--- src/rtl/spi_fm_pkg.sv ---
package spi_fm_pkg;

    localparam int DATA_W = 8;
    localparam int PRE_W  = 3;
    localparam int RATE_W = 3;
    localparam int NFLAG  = 3;

    // flag vector indices
    localparam int FLG_DONE = 0;
    localparam int FLG_WCOL = 1;
    localparam int FLG_MODF = 2;

    // status byte positions, numbered from the msb
    localparam int POS_DONE = 0;
    localparam int POS_WCOL = 1;
    localparam int POS_MODF = 3;

    // baud register field placement
    localparam int BAUD_PRE_LSB  = 4;
    localparam int BAUD_RATE_LSB = 0;

    typedef enum logic [1:0] {
        SEL_CTRL = 2'd0,
        SEL_BAUD = 2'd1,
        SEL_STAT = 2'd2,
        SEL_DATA = 2'd3
    } reg_sel_e;

    typedef struct packed {
        logic mstr;
        logic en;
    } ctrl_t;

    typedef struct packed {
        logic [PRE_W-1:0]  pre;
        logic [RATE_W-1:0] rate;
    } baud_t;

    function automatic logic [DATA_W-1:0] pack_status(input logic [NFLAG-1:0] f);
        logic [DATA_W-1:0] s;
        s = '0;
        s[DATA_W-1-POS_DONE] = f[FLG_DONE];
        s[DATA_W-1-POS_WCOL] = f[FLG_WCOL];
        s[DATA_W-1-POS_MODF] = f[FLG_MODF];
        return s;
    endfunction

    function automatic logic [DATA_W-1:0] pack_baud(input baud_t b);
        logic [DATA_W-1:0] v;
        v = '0;
        v[BAUD_PRE_LSB +: PRE_W]   = b.pre;
        v[BAUD_RATE_LSB +: RATE_W] = b.rate;
        return v;
    endfunction

    function automatic logic [DATA_W-1:0] pack_ctrl(input ctrl_t c);
        logic [DATA_W-1:0] v;
        v = '0;
        v[1] = c.mstr;
        v[0] = c.en;
        return v;
    endfunction

endpackage

--- src/rtl/spi_fm_flag.sv ---
module spi_fm_flag (
    input  logic clk,
    input  logic rst,
    input  logic set,
    input  logic arm_rd,
    input  logic step2,
    output logic flag
);

    logic armed;

    always_ff @(posedge clk) begin
        if (rst) begin
            flag  <= 1'b0;
            armed <= 1'b0;
        end else if (set) begin
            // a new event wins over a clear in the same cycle
            flag <= 1'b1;
            if (armed && step2) begin
                armed <= 1'b0;
            end
        end else if (armed && step2) begin
            flag  <= 1'b0;
            armed <= 1'b0;
        end else if (arm_rd && flag) begin
            armed <= 1'b1;
        end
    end

endmodule

--- src/rtl/spi_fm_divider.sv ---
module spi_fm_divider #(
    parameter int PRE_W  = 3,
    parameter int RATE_W = 3
) (
    input  logic              clk,
    input  logic              rst,
    input  logic              run,
    input  logic [PRE_W-1:0]  pre,
    input  logic [RATE_W-1:0] rate,
    output logic              tick
);

    // half period = (pre+1) << rate, largest 2^PRE_W * 2^(2^RATE_W - 1)
    localparam int CNT_W = PRE_W + (1 << RATE_W) - 1;

    logic [CNT_W:0] half_len;
    logic [CNT_W:0] half_last;
    logic [CNT_W:0] cnt_q;

    assign half_len  = ({{(CNT_W + 1 - PRE_W){1'b0}}, pre} + (CNT_W + 1)'(1)) << rate;
    assign half_last = half_len - (CNT_W + 1)'(1);
    assign tick      = run && (cnt_q == half_last);

    always_ff @(posedge clk) begin
        if (rst || !run) begin
            cnt_q <= '0;
        end else if (cnt_q == half_last) begin
            cnt_q <= '0;
        end else begin
            cnt_q <= cnt_q + (CNT_W + 1)'(1);
        end
    end

endmodule

--- src/rtl/spi_fm_shifter.sv ---
module spi_fm_shifter #(
    parameter int DW = 8
) (
    input  logic          clk,
    input  logic          rst,
    input  logic          start,
    input  logic [DW-1:0] tx,
    input  logic          abort,
    input  logic          tick,
    input  logic          miso,
    output logic          busy,
    output logic          sck,
    output logic          mosi,
    output logic          done,
    output logic [DW-1:0] rx
);

    localparam int CW = $clog2(DW);

    logic          busy_q;
    logic          sck_q;
    logic          rx_bit_q;
    logic [DW-1:0] sh_q;
    logic [CW-1:0] cnt_q;
    logic          last_fall;

    assign last_fall = busy_q && tick && sck_q && (cnt_q == CW'(DW - 1));
    assign done      = last_fall && !abort;
    assign rx        = {sh_q[DW-2:0], rx_bit_q};
    assign busy      = busy_q;
    assign sck       = sck_q;
    assign mosi      = busy_q && sh_q[DW-1];

    always_ff @(posedge clk) begin
        if (rst) begin
            busy_q   <= 1'b0;
            sck_q    <= 1'b0;
            rx_bit_q <= 1'b0;
            sh_q     <= '0;
            cnt_q    <= '0;
        end else if (abort) begin
            busy_q <= 1'b0;
            sck_q  <= 1'b0;
            cnt_q  <= '0;
        end else if (start && !busy_q) begin
            busy_q <= 1'b1;
            sck_q  <= 1'b0;
            sh_q   <= tx;
            cnt_q  <= '0;
        end else if (busy_q && tick) begin
            if (!sck_q) begin
                // leading (rising) edge: sample the input line
                sck_q    <= 1'b1;
                rx_bit_q <= miso;
            end else begin
                // trailing (falling) edge: advance the output bit
                sck_q <= 1'b0;
                sh_q  <= {sh_q[DW-2:0], rx_bit_q};
                if (cnt_q == CW'(DW - 1)) begin
                    busy_q <= 1'b0;
                    cnt_q  <= '0;
                end else begin
                    cnt_q <= cnt_q + CW'(1);
                end
            end
        end
    end

endmodule

--- src/rtl/spi_fm_regs.sv ---
module spi_fm_regs
    import spi_fm_pkg::*;
(
    input  logic              clk,
    input  logic              rst,
    input  logic              bus_sel,
    input  logic              bus_wr,
    input  logic [1:0]        bus_addr,
    input  logic [DATA_W-1:0] bus_wdata,
    output logic [DATA_W-1:0] bus_rdata,
    input  logic              ss_n,
    input  logic              busy,
    input  logic              xfer_done,
    input  logic [DATA_W-1:0] rx_byte,
    output logic              start,
    output logic [DATA_W-1:0] tx_byte,
    output baud_t             baud,
    output logic              master_on,
    output logic [NFLAG-1:0]  flags
);

    reg_sel_e          sel;
    ctrl_t             ctrl_q;
    baud_t             baud_q;
    logic [DATA_W-1:0] rx_q;
    logic              rd_acc, wr_acc;
    logic              stat_rd, data_acc, data_wr, ctrl_wr, baud_wr;
    logic              fault, collide;
    logic [NFLAG-1:0]  set_v, step_v;

    assign sel      = reg_sel_e'(bus_addr);
    assign rd_acc   = bus_sel && !bus_wr;
    assign wr_acc   = bus_sel && bus_wr;
    assign stat_rd  = rd_acc && (sel == SEL_STAT);
    assign data_acc = bus_sel && (sel == SEL_DATA);
    assign data_wr  = wr_acc && (sel == SEL_DATA);
    assign ctrl_wr  = wr_acc && (sel == SEL_CTRL);
    assign baud_wr  = wr_acc && (sel == SEL_BAUD);

    assign master_on = ctrl_q.en && ctrl_q.mstr;
    assign fault     = master_on && !ss_n;
    assign start     = data_wr && !busy && master_on && !fault;
    assign collide   = data_wr && busy;
    assign tx_byte   = bus_wdata;
    assign baud      = baud_q;

    always_ff @(posedge clk) begin
        if (rst) begin
            ctrl_q <= '0;
        end else if (ctrl_wr) begin
            ctrl_q.mstr <= bus_wdata[1];
            ctrl_q.en   <= bus_wdata[0];
        end else if (fault) begin
            ctrl_q.mstr <= 1'b0;
        end
    end

    always_ff @(posedge clk) begin
        if (rst) begin
            baud_q <= '0;
        end else if (baud_wr) begin
            baud_q.pre  <= bus_wdata[BAUD_PRE_LSB +: PRE_W];
            baud_q.rate <= bus_wdata[BAUD_RATE_LSB +: RATE_W];
        end
    end

    always_ff @(posedge clk) begin
        if (rst) begin
            rx_q <= '0;
        end else if (xfer_done) begin
            rx_q <= rx_byte;
        end
    end

    // per-flag set event and second step of the clearing handshake
    assign set_v[FLG_DONE]  = xfer_done;
    assign set_v[FLG_WCOL]  = collide;
    assign set_v[FLG_MODF]  = fault;
    assign step_v[FLG_DONE] = data_acc;
    assign step_v[FLG_WCOL] = data_acc;
    assign step_v[FLG_MODF] = ctrl_wr;

    for (genvar g = 0; g < NFLAG; g++) begin : g_flag
        spi_fm_flag u_flag (
            .clk    (clk),
            .rst    (rst),
            .set    (set_v[g]),
            .arm_rd (stat_rd),
            .step2  (step_v[g]),
            .flag   (flags[g])
        );
    end

    always_comb begin
        bus_rdata = '0;
        if (rd_acc) begin
            unique case (sel)
                SEL_CTRL: bus_rdata = pack_ctrl(ctrl_q);
                SEL_BAUD: bus_rdata = pack_baud(baud_q);
                SEL_STAT: bus_rdata = pack_status(flags);
                SEL_DATA: bus_rdata = rx_q;
            endcase
        end
    end

endmodule

--- src/rtl/spi_flag_master.sv ---
module spi_flag_master
    import spi_fm_pkg::*;
(
    input  logic              clk,
    input  logic              rst,
    input  logic              bus_sel,
    input  logic              bus_wr,
    input  logic [1:0]        bus_addr,
    input  logic [DATA_W-1:0] bus_wdata,
    output logic [DATA_W-1:0] bus_rdata,
    input  logic              ss_n,
    input  logic              miso,
    output logic              sck,
    output logic              mosi,
    output logic              drive_en
);

    logic              start;
    logic [DATA_W-1:0] tx_byte;
    baud_t             baud;
    logic              master_on;
    logic [NFLAG-1:0]  flag_vec;
    logic              busy;
    logic              xfer_done;
    logic [DATA_W-1:0] rx_byte;
    logic              tick;
    logic              sck_raw;
    logic              mosi_raw;
    logic              abort;

    assign abort = !master_on;

    spi_fm_regs u_regs (
        .clk       (clk),
        .rst       (rst),
        .bus_sel   (bus_sel),
        .bus_wr    (bus_wr),
        .bus_addr  (bus_addr),
        .bus_wdata (bus_wdata),
        .bus_rdata (bus_rdata),
        .ss_n      (ss_n),
        .busy      (busy),
        .xfer_done (xfer_done),
        .rx_byte   (rx_byte),
        .start     (start),
        .tx_byte   (tx_byte),
        .baud      (baud),
        .master_on (master_on),
        .flags     (flag_vec)
    );

    spi_fm_divider #(
        .PRE_W  (PRE_W),
        .RATE_W (RATE_W)
    ) u_div (
        .clk  (clk),
        .rst  (rst),
        .run  (busy),
        .pre  (baud.pre),
        .rate (baud.rate),
        .tick (tick)
    );

    spi_fm_shifter #(
        .DW (DATA_W)
    ) u_shift (
        .clk   (clk),
        .rst   (rst),
        .start (start),
        .tx    (tx_byte),
        .abort (abort),
        .tick  (tick),
        .miso  (miso),
        .busy  (busy),
        .sck   (sck_raw),
        .mosi  (mosi_raw),
        .done  (xfer_done),
        .rx    (rx_byte)
    );

    assign drive_en = master_on;
    assign sck      = sck_raw && master_on;
    assign mosi     = mosi_raw && master_on;

endmodule

--- config.mk ---
export PLATFORM = sky130hd
export DESIGN_NAME = spi_flag_master
export DESIGN_NICKNAME = d
export VERILOG_FILES = /design/src/rtl/spi_fm_pkg.sv /design/src/rtl/spi_fm_flag.sv /design/src/rtl/spi_fm_divider.sv /design/src/rtl/spi_fm_shifter.sv /design/src/rtl/spi_fm_regs.sv /design/src/rtl/spi_flag_master.sv
export SDC_FILE = /design/constraint.sdc
export NUM_CORES = 1
export LEC_CHECK = 0
export BUFFER_PORTS_ARGS = -buffer_cell sky130_fd_sc_hd__buf_2
export CORE_MARGIN = 1
export CORE_UTILIZATION = 64
export CTS_CLUSTER_DIAMETER = 150
export CTS_CLUSTER_SIZE = 10
export DETAILED_ROUTE_END_ITERATION = 8
export GPL_TIMING_DRIVEN = 0
export PLACE_DENSITY_LB_ADDON = 0.2
export SLEW_MARGIN = 20
export SYNTH_ARGS = -nofsm -noshare
export SYNTH_HDL_FRONTEND = slang
export SYNTH_SLANG_ARGS = --single-unit
--- constraint.sdc ---
create_clock -name clk -period 9.3 [get_ports clk]
set_clock_uncertainty 0.2 [all_clocks]
set_input_delay 1.86 -clock clk [delete_from_list [all_inputs] [get_ports clk]]
set_output_delay 1.86 -clock clk [all_outputs]
set_load 0.005 [all_outputs]
==> results.toml, run 1 <==
[timing]
finalMaxSlewViolations = 0
slew_headroom_pct = 54.38
setup_viol = 0
finalCritPeriodShare_pct = 55.85
rsz0062_at_grt = "false"
fmax_mhz = 192.5
tns_ps = 0
hold_viol_final = 0
tightestPinTransition_ps = 684.3
holdWs_ps = 282.3
fin_crit_ps = 5194

[global_route]
top_usage_layer = "met2"
use_met3_pct = 4.843
use_met2_pct = 56.62
grt_usage_pct = 32.03
grt_remaining_overflow = 0
antenna_found_initial = 0
grt_max_degree = 16
grtUsageMet1_pct = 38.99
grt_pass1_vias = 2673
grt_pass1_wl_um = 12640

[final_layout]
nets = 433
syn_to_final_growth_pct = 9.159
n_antenna_cell = 0
layout-drive-gt1-share_pct = 11.62
seqCellArea_um2 = 940.9
layout.cells.non_filler = 465
multi_input_area_um2 = 1928
fill_cells = 346
finalInstanceArea_um2 = 3311

[critical_path]
endpoint_kind = "output pin"
r2r-start = "u_regs.baud[4]"
worst_setup_path_start_kind = "input pin"
r2r_cells = 13
worst-path-max-fanout = 10
rr_endpoint = "u_shift.sh_q[1]"
crit_path_frequent_cell = "buf_2"
cp.arrival_ps = 3130
rrSetupSlack_ps = 4920
path_class = "in2out"
crit_path_cell_trace = "buf_2 > buf_1 > mux2_2 > a22oi_1 > nor2_1 > buf_2"
worstPathRequired_ps = 7240
slowest_stage = "buf_1"
critical_path.max_stage_delay_ps = 430
critPathLaunch = "bus_addr[0]"

[die]
die_h_um = 70.84
die_x_um = 70.84
core_um2 = 4444
die-area_um2 = 5018
num_io_pins = 27
rows = 24
initial_core_util_pct = 68.24

[place]
dp_hpwl_um = 5854
placed_area_um2 = 3223
io_buffers = 25
gp_congestion = 0.9362
placed_cells = 457

[yosys]
synth_edf_count = 0
async_flop_share_pct = 0
ys_seq_elements = 47
synth_area_leaders = "dfxtp_1 31%, mux2i_1 4.6%, nor2_1 4.3%"
syn_area_um2 = 3033
yosysMostFrequentCell = "dfxtp_1"
yosysWarnings = 0
avgSynthCellArea_um2 = 7.981
synth_common_cells = "47 x dfxtp_1, 35 x nor2_1, 25 x nand2_1"
synth_top_area_share_pct = 31.02
syn_nets = 401
yosys_most_used_dff = "dfxtp_1"
synth_area_leader_cell = "dfxtp_1"
yosysSeqAreaShare_pct = 31.02
ys_types = 55
synth_cells = 380

[clocking]
cts_root_buf = "clkbuf_8"
clock_path_buffers = 2
cts_max_level = 2
post_cts_resized = 0
clk_pin_slew_ps = 90
cts_buffers = 5
cts_tree = "yes"
clk_latency_ps = 300
postCtsSetupRepairBufs = 0
cts_sinks = 47
holdBufCountCts = 0

[drt]
detail_route.first_pass.iterations = 5
viasPerCell = 6.606
drc = 0
wl_per_cell_um = 16.93
ant_nets = 0
drtIter0Drc = 239
routed_wirelength_um = 7874
route.vias.total = 3072

[power_and_ir_drop]
vdd_drop_max_v = 0.00009199
p_per_area_nw_per_um2 = 117.6
p_leak_nw = 1.225

[hold_path]
worstHoldStart = "u_regs.rx_q[5]"
hold_end = "u_regs.rx_q[5]"
hold_path_depth = 2
holdCritPathClass = "reg2reg"

[status]
outcome = "finished clean"

[run]
maxCapViolCount = 0
==> per-stage QoR <==
stage | total power [mW] | setup WS (ps) | util [%]
global placement | 0.2682 | 4140 | 72.52
detailed placement | 0.2692 | 4136 | 72.52
CTS | 0.3890 | 4133 | 74.49
floorplan | 0.2521 | 4500 | -
finish | 0.3893 | 4106 | 74.49
global route | 0.4041 | 4037 | 74.49
==> placed cells by master, fill, tap and decap left out, types with 13 or more instances in the layout <==
cell and instances:
o21ai_0 13, a21oi_1 24, clkbuf_1 21, nand4_1 13, buf_2 27, dfxtp_1 47, nor2_1 35, nand3_1 17
nor3_1 15, mux2i_1 14, inv_1 14, nand2_1 25
==> cell type report <==
type	count	share of cell area, %
Buffer	27	3.364
Multi-Input combinational cell	292	58.24
Tap cell	52	1.965
Timing Repair Buffer	25	3.779
Clock inverter	3	0.5669
Sequential cell	47	28.42
Clock buffer	5	2.079
Inverter	14	1.587
==> worst max-delay path by stage <==
stage,to,slack [ps],depth (start not counted)
2_1_floorplan,bus_rdata[4],4500,4
3_3_place_gp,bus_rdata[6],4140,6
3_5_place_dp,bus_rdata[6],4140,6
4_1_cts,bus_rdata[6],4130,6
5_1_grt,bus_rdata[6],4040,6
6_report,bus_rdata[6],4110,6
==> where the power goes <==
group	leakage, nW	internal, mW	switching [mW]
clock	0.0483	0.0530	0.0699
sequential	0.379	0.202	0.00114
combinational	0.798	0.0210	0.0425
==> worst max-delay path: cells and delay by family <==
kind                   cells  cell delay, ps
AOI/OAI and AO/OA          1             140
muxes                      1             390
buffers and inverters      3             680
and+or+nand+nor            1              60
==> routing by layer <==
| layer | up-vias | wire [µm] |
|---|---|---|
| li1 | 1478 | - |
| met1 | 1427 | 3244 |
| met2 | 145 | 3857 |
| met3 | 22 | 498 |
| met4 | 0 | 274 |
| met5 | - | 0 |
==> registers in the layout, summed over array words and instances, names as in the netlist <==
register / cells
u_regs.g_flag.u_flag.flag: 3
u_shift.sh_q: 8
u_shift.rx_bit_q: 1
u_div.cnt_q: 11
u_regs.g_flag.u_flag.armed: 3
u_shift.busy: 1
u_shift.cnt_q: 3
u_regs.rx_q: 8
u_regs.baud: 6
u_shift.sck: 1
u_regs.ctrl_q: 2
==> cell families (layout without fill, tap and decap cells) <==
| family | count (synthesis) | count (layout) | share of synthesized area, % |
|---|---|---|---|
| buffers and inverters | 41 | 74 | 5.404 |
| adders and majority gates | 5 | 5 | 2.063 |
| DFF | 47 | 47 | 31.02 |
| muxes | 17 | 17 | 5.734 |
| AOI/OAI and AO/OA | 100 | 100 | 23.02 |
| xor gates and xnor gates | 22 | 22 | 6.353 |
| and+or+nand+nor | 148 | 148 | 26.40 |
Power figures use the tool's default switching activity.
==> run 2: changes to the inputs <==
--- a/config.mk
+++ b/config.mk
@@ -7,7 +7,7 @@
 export LEC_CHECK = 0
 export BUFFER_PORTS_ARGS = -buffer_cell sky130_fd_sc_hd__buf_2
 export CORE_MARGIN = 1
-export CORE_UTILIZATION = 64
+export CORE_UTILIZATION = 54
 export CTS_CLUSTER_DIAMETER = 150
 export CTS_CLUSTER_SIZE = 10
 export DETAILED_ROUTE_END_ITERATION = 8
==> constraint.sdc (replaced) <==
create_clock -name clk -period 4.6 [get_ports clk]
set_clock_uncertainty 0.2 [all_clocks]
set_input_delay 0.92 -clock clk [delete_from_list [all_inputs] [get_ports clk]]
set_output_delay 0.92 -clock clk [all_outputs]
set_load 0.005 [all_outputs]
==> run 2 against run 1 <==
Net effect:
- total power increased by 100%
- final area increased by 0.53%
- core utilization decreased by 11 points
- register-to-register slack got worse by 4500 ps
- first-iteration DRC count increased by 44%
- sequential power increased by 100%
- via count decreased by 2.6%
- count of clock-buffer cells in the layout increased by 1
- largest cell class unchanged
==> results.toml, run 2 (same netlist as run 1, synthesis figures left out) <==
[status]
outcome = "finished clean"

[final_layout]
largest_reg_flops = 11
final_cell_mix = "46 x dfxtp_1, 35 x nor2_1, 27 x buf_2, 25 x nand2_1, 24 x a21oi_1"
layout_commonest_cell = "dfxtp_1"
layout.cells.non_filler = 482
top_regs = "u_div.cnt_q (11), u_regs.rx_q (8), u_shift.sh_q (8)"
layout-drive-gt1-share_pct = 11.65
finalInstanceArea_um2 = 3328
nets = 432
largest_register = "u_div.cnt_q"
syn_to_final_growth_pct = 9.736
n_antenna_cell = 0

[clocking]
cts_sinks = 47
holdBufCountCts = 0
cts_root_buf = "clkbuf_8"
clk_pin_slew_ps = 90
clock_path_buffers = 2
cts_buffers = 5
cts_max_level = 2
cts_tree = "yes"
clk_latency_ps = 300

[critical_path]
crit_path_frequent_cell = "ha_1"
worst-path-max-fanout = 10
critical_path.max_stage_delay_ps = 520
slowest_stage = "or4_4"
worstPathRequired_ps = 4600
cp.arrival_ps = 4140
path_class = "reg2reg"
crit_path_cell_trace = "ha_1 > nand2b_1 > a21o_1 > ha_1 > inv_1 > nor3_1 > nand2_1 > or4_4 > a211oi_4 > nand4_4 > a221o_1 > a221oi_1"
worst_setup_path_start_kind = "flop"
endpoint_kind = "flop"
r2r_cells = 12

[place]
placed_area_um2 = 3246
gp_congestion = 0.8736
dp_hpwl_um = 5787
placed_cells = 475
io_buffers = 25

[power_and_ir_drop]
vdd_drop_max_v = 0.0002551
p_per_area_nw_per_um2 = 234.5
p_leak_nw = 1.217

[hold_path]
hold_path_depth = 2
holdCritPathClass = "reg2reg"

[timing]
finalCritPeriodShare_pct = 89.99
rsz0062_at_grt = "false"
finalMaxSlewViolations = 0
tightestPinTransition_ps = 763.1
tns_ps = 0
fin_crit_ps = 4139
slew_headroom_pct = 48.48
hold_viol_final = 0
fmax_mhz = 241.6
holdWs_ps = 275.6
setup_viol = 0

[drt]
viasPerCell = 6.207
drtIter0Drc = 345
drc = 0
detail_route.first_pass.iterations = 5
wl_per_cell_um = 15.80
routed_wirelength_um = 7618
ant_nets = 0
route.vias.total = 2992

[global_route]
grt_usage_pct = 27.01
grt_pass1_wl_um = 12900
grt_pass1_vias = 2678
grt_max_degree = 15
antenna_found_initial = 0
grt_remaining_overflow = 0

[run]
maxCapViolCount = 0

[die]
die_h_um = 76.95
die-area_um2 = 5921
rows = 26
initial_core_util_pct = 57.55
core_um2 = 5270
die_x_um = 76.95
num_io_pins = 27
-- run 2: cell count changes in the layout (fill, tap and decap cells not counted) --
cell,previous run,this run
clkinv_2,2,1
clkinvlp_4,0,1
dfxtp_1,47,46
dfxtp_2,0,1
inv_6,1,0
-- run 2: power breakdown --
group          internal, mW  switching (mW)  leakage [nW]  total (mW)
combinational        0.0421          0.0842         0.797       0.126
sequential            0.408         0.00236         0.379       0.410
clock                 0.106           0.137        0.0412       0.244
-- run 2: area by class of cell --
cell class,instances,area [µm²]
Multi-Input combinational cell,292,1928
Fill cell,476,1942
Inverter,14,52.55
Clock inverter,2,12.51
Timing Repair Buffer,25,125.1
Clock buffer,6,72.57
Tap cell,70,87.58
Buffer,26,107.6
Sequential cell,47,942.2
-- run 2: repair_timing --
item,CTS,global route
endpoints found under the setup margin,0,13
resized for setup,0,1
setup buffers,0,0
-- run 2: final timing paths --
check        slack (ps)               to      startpoint
max                 460  u_shift.sh_q[7]  u_regs.baud[3]
min                 280   u_regs.rx_q[3]  u_regs.rx_q[3]
max reg2reg         460  u_shift.sh_q[7]  u_regs.baud[3]
min reg2reg         280   u_regs.rx_q[3]  u_regs.rx_q[3]
-- run 2: metal layers --
metal	vias to the layer above	track usage, %	wire length (µm)
met2	139	40.71	3269
met4	0	5.769	55
met3	8	4.167	636
met1	1371	40.04	3656
met5	-	0	0
li1	1474	-	-
-- run 2: worst max-delay path, delay by kind of cell (launching register included) --
kind | cells | cell delay [ps]
AND/OR/NAND/NOR | 5 | 1440
AO/OA/AOI/OAI | 4 | 1360
adder cells (fa/ha/maj) | 2 | 520
flip-flops | 1 | 460
buffers and inverters | 1 | 60
-- run 2: through the flow --
step / worst slack, ps / total power, mW / utilization, %
2_1_floorplan: 914.4 / 0.5096 / -
5_1_grt: 116.0 / 0.8166 / 63.15
3_5_place_dp: 301.5 / 0.5442 / 61.59
6_report: 460.6 / 0.7805 / 63.15
4_1_cts: 255.3 / 0.7852 / 63.20
3_3_place_gp: 384.7 / 0.5432 / 61.59
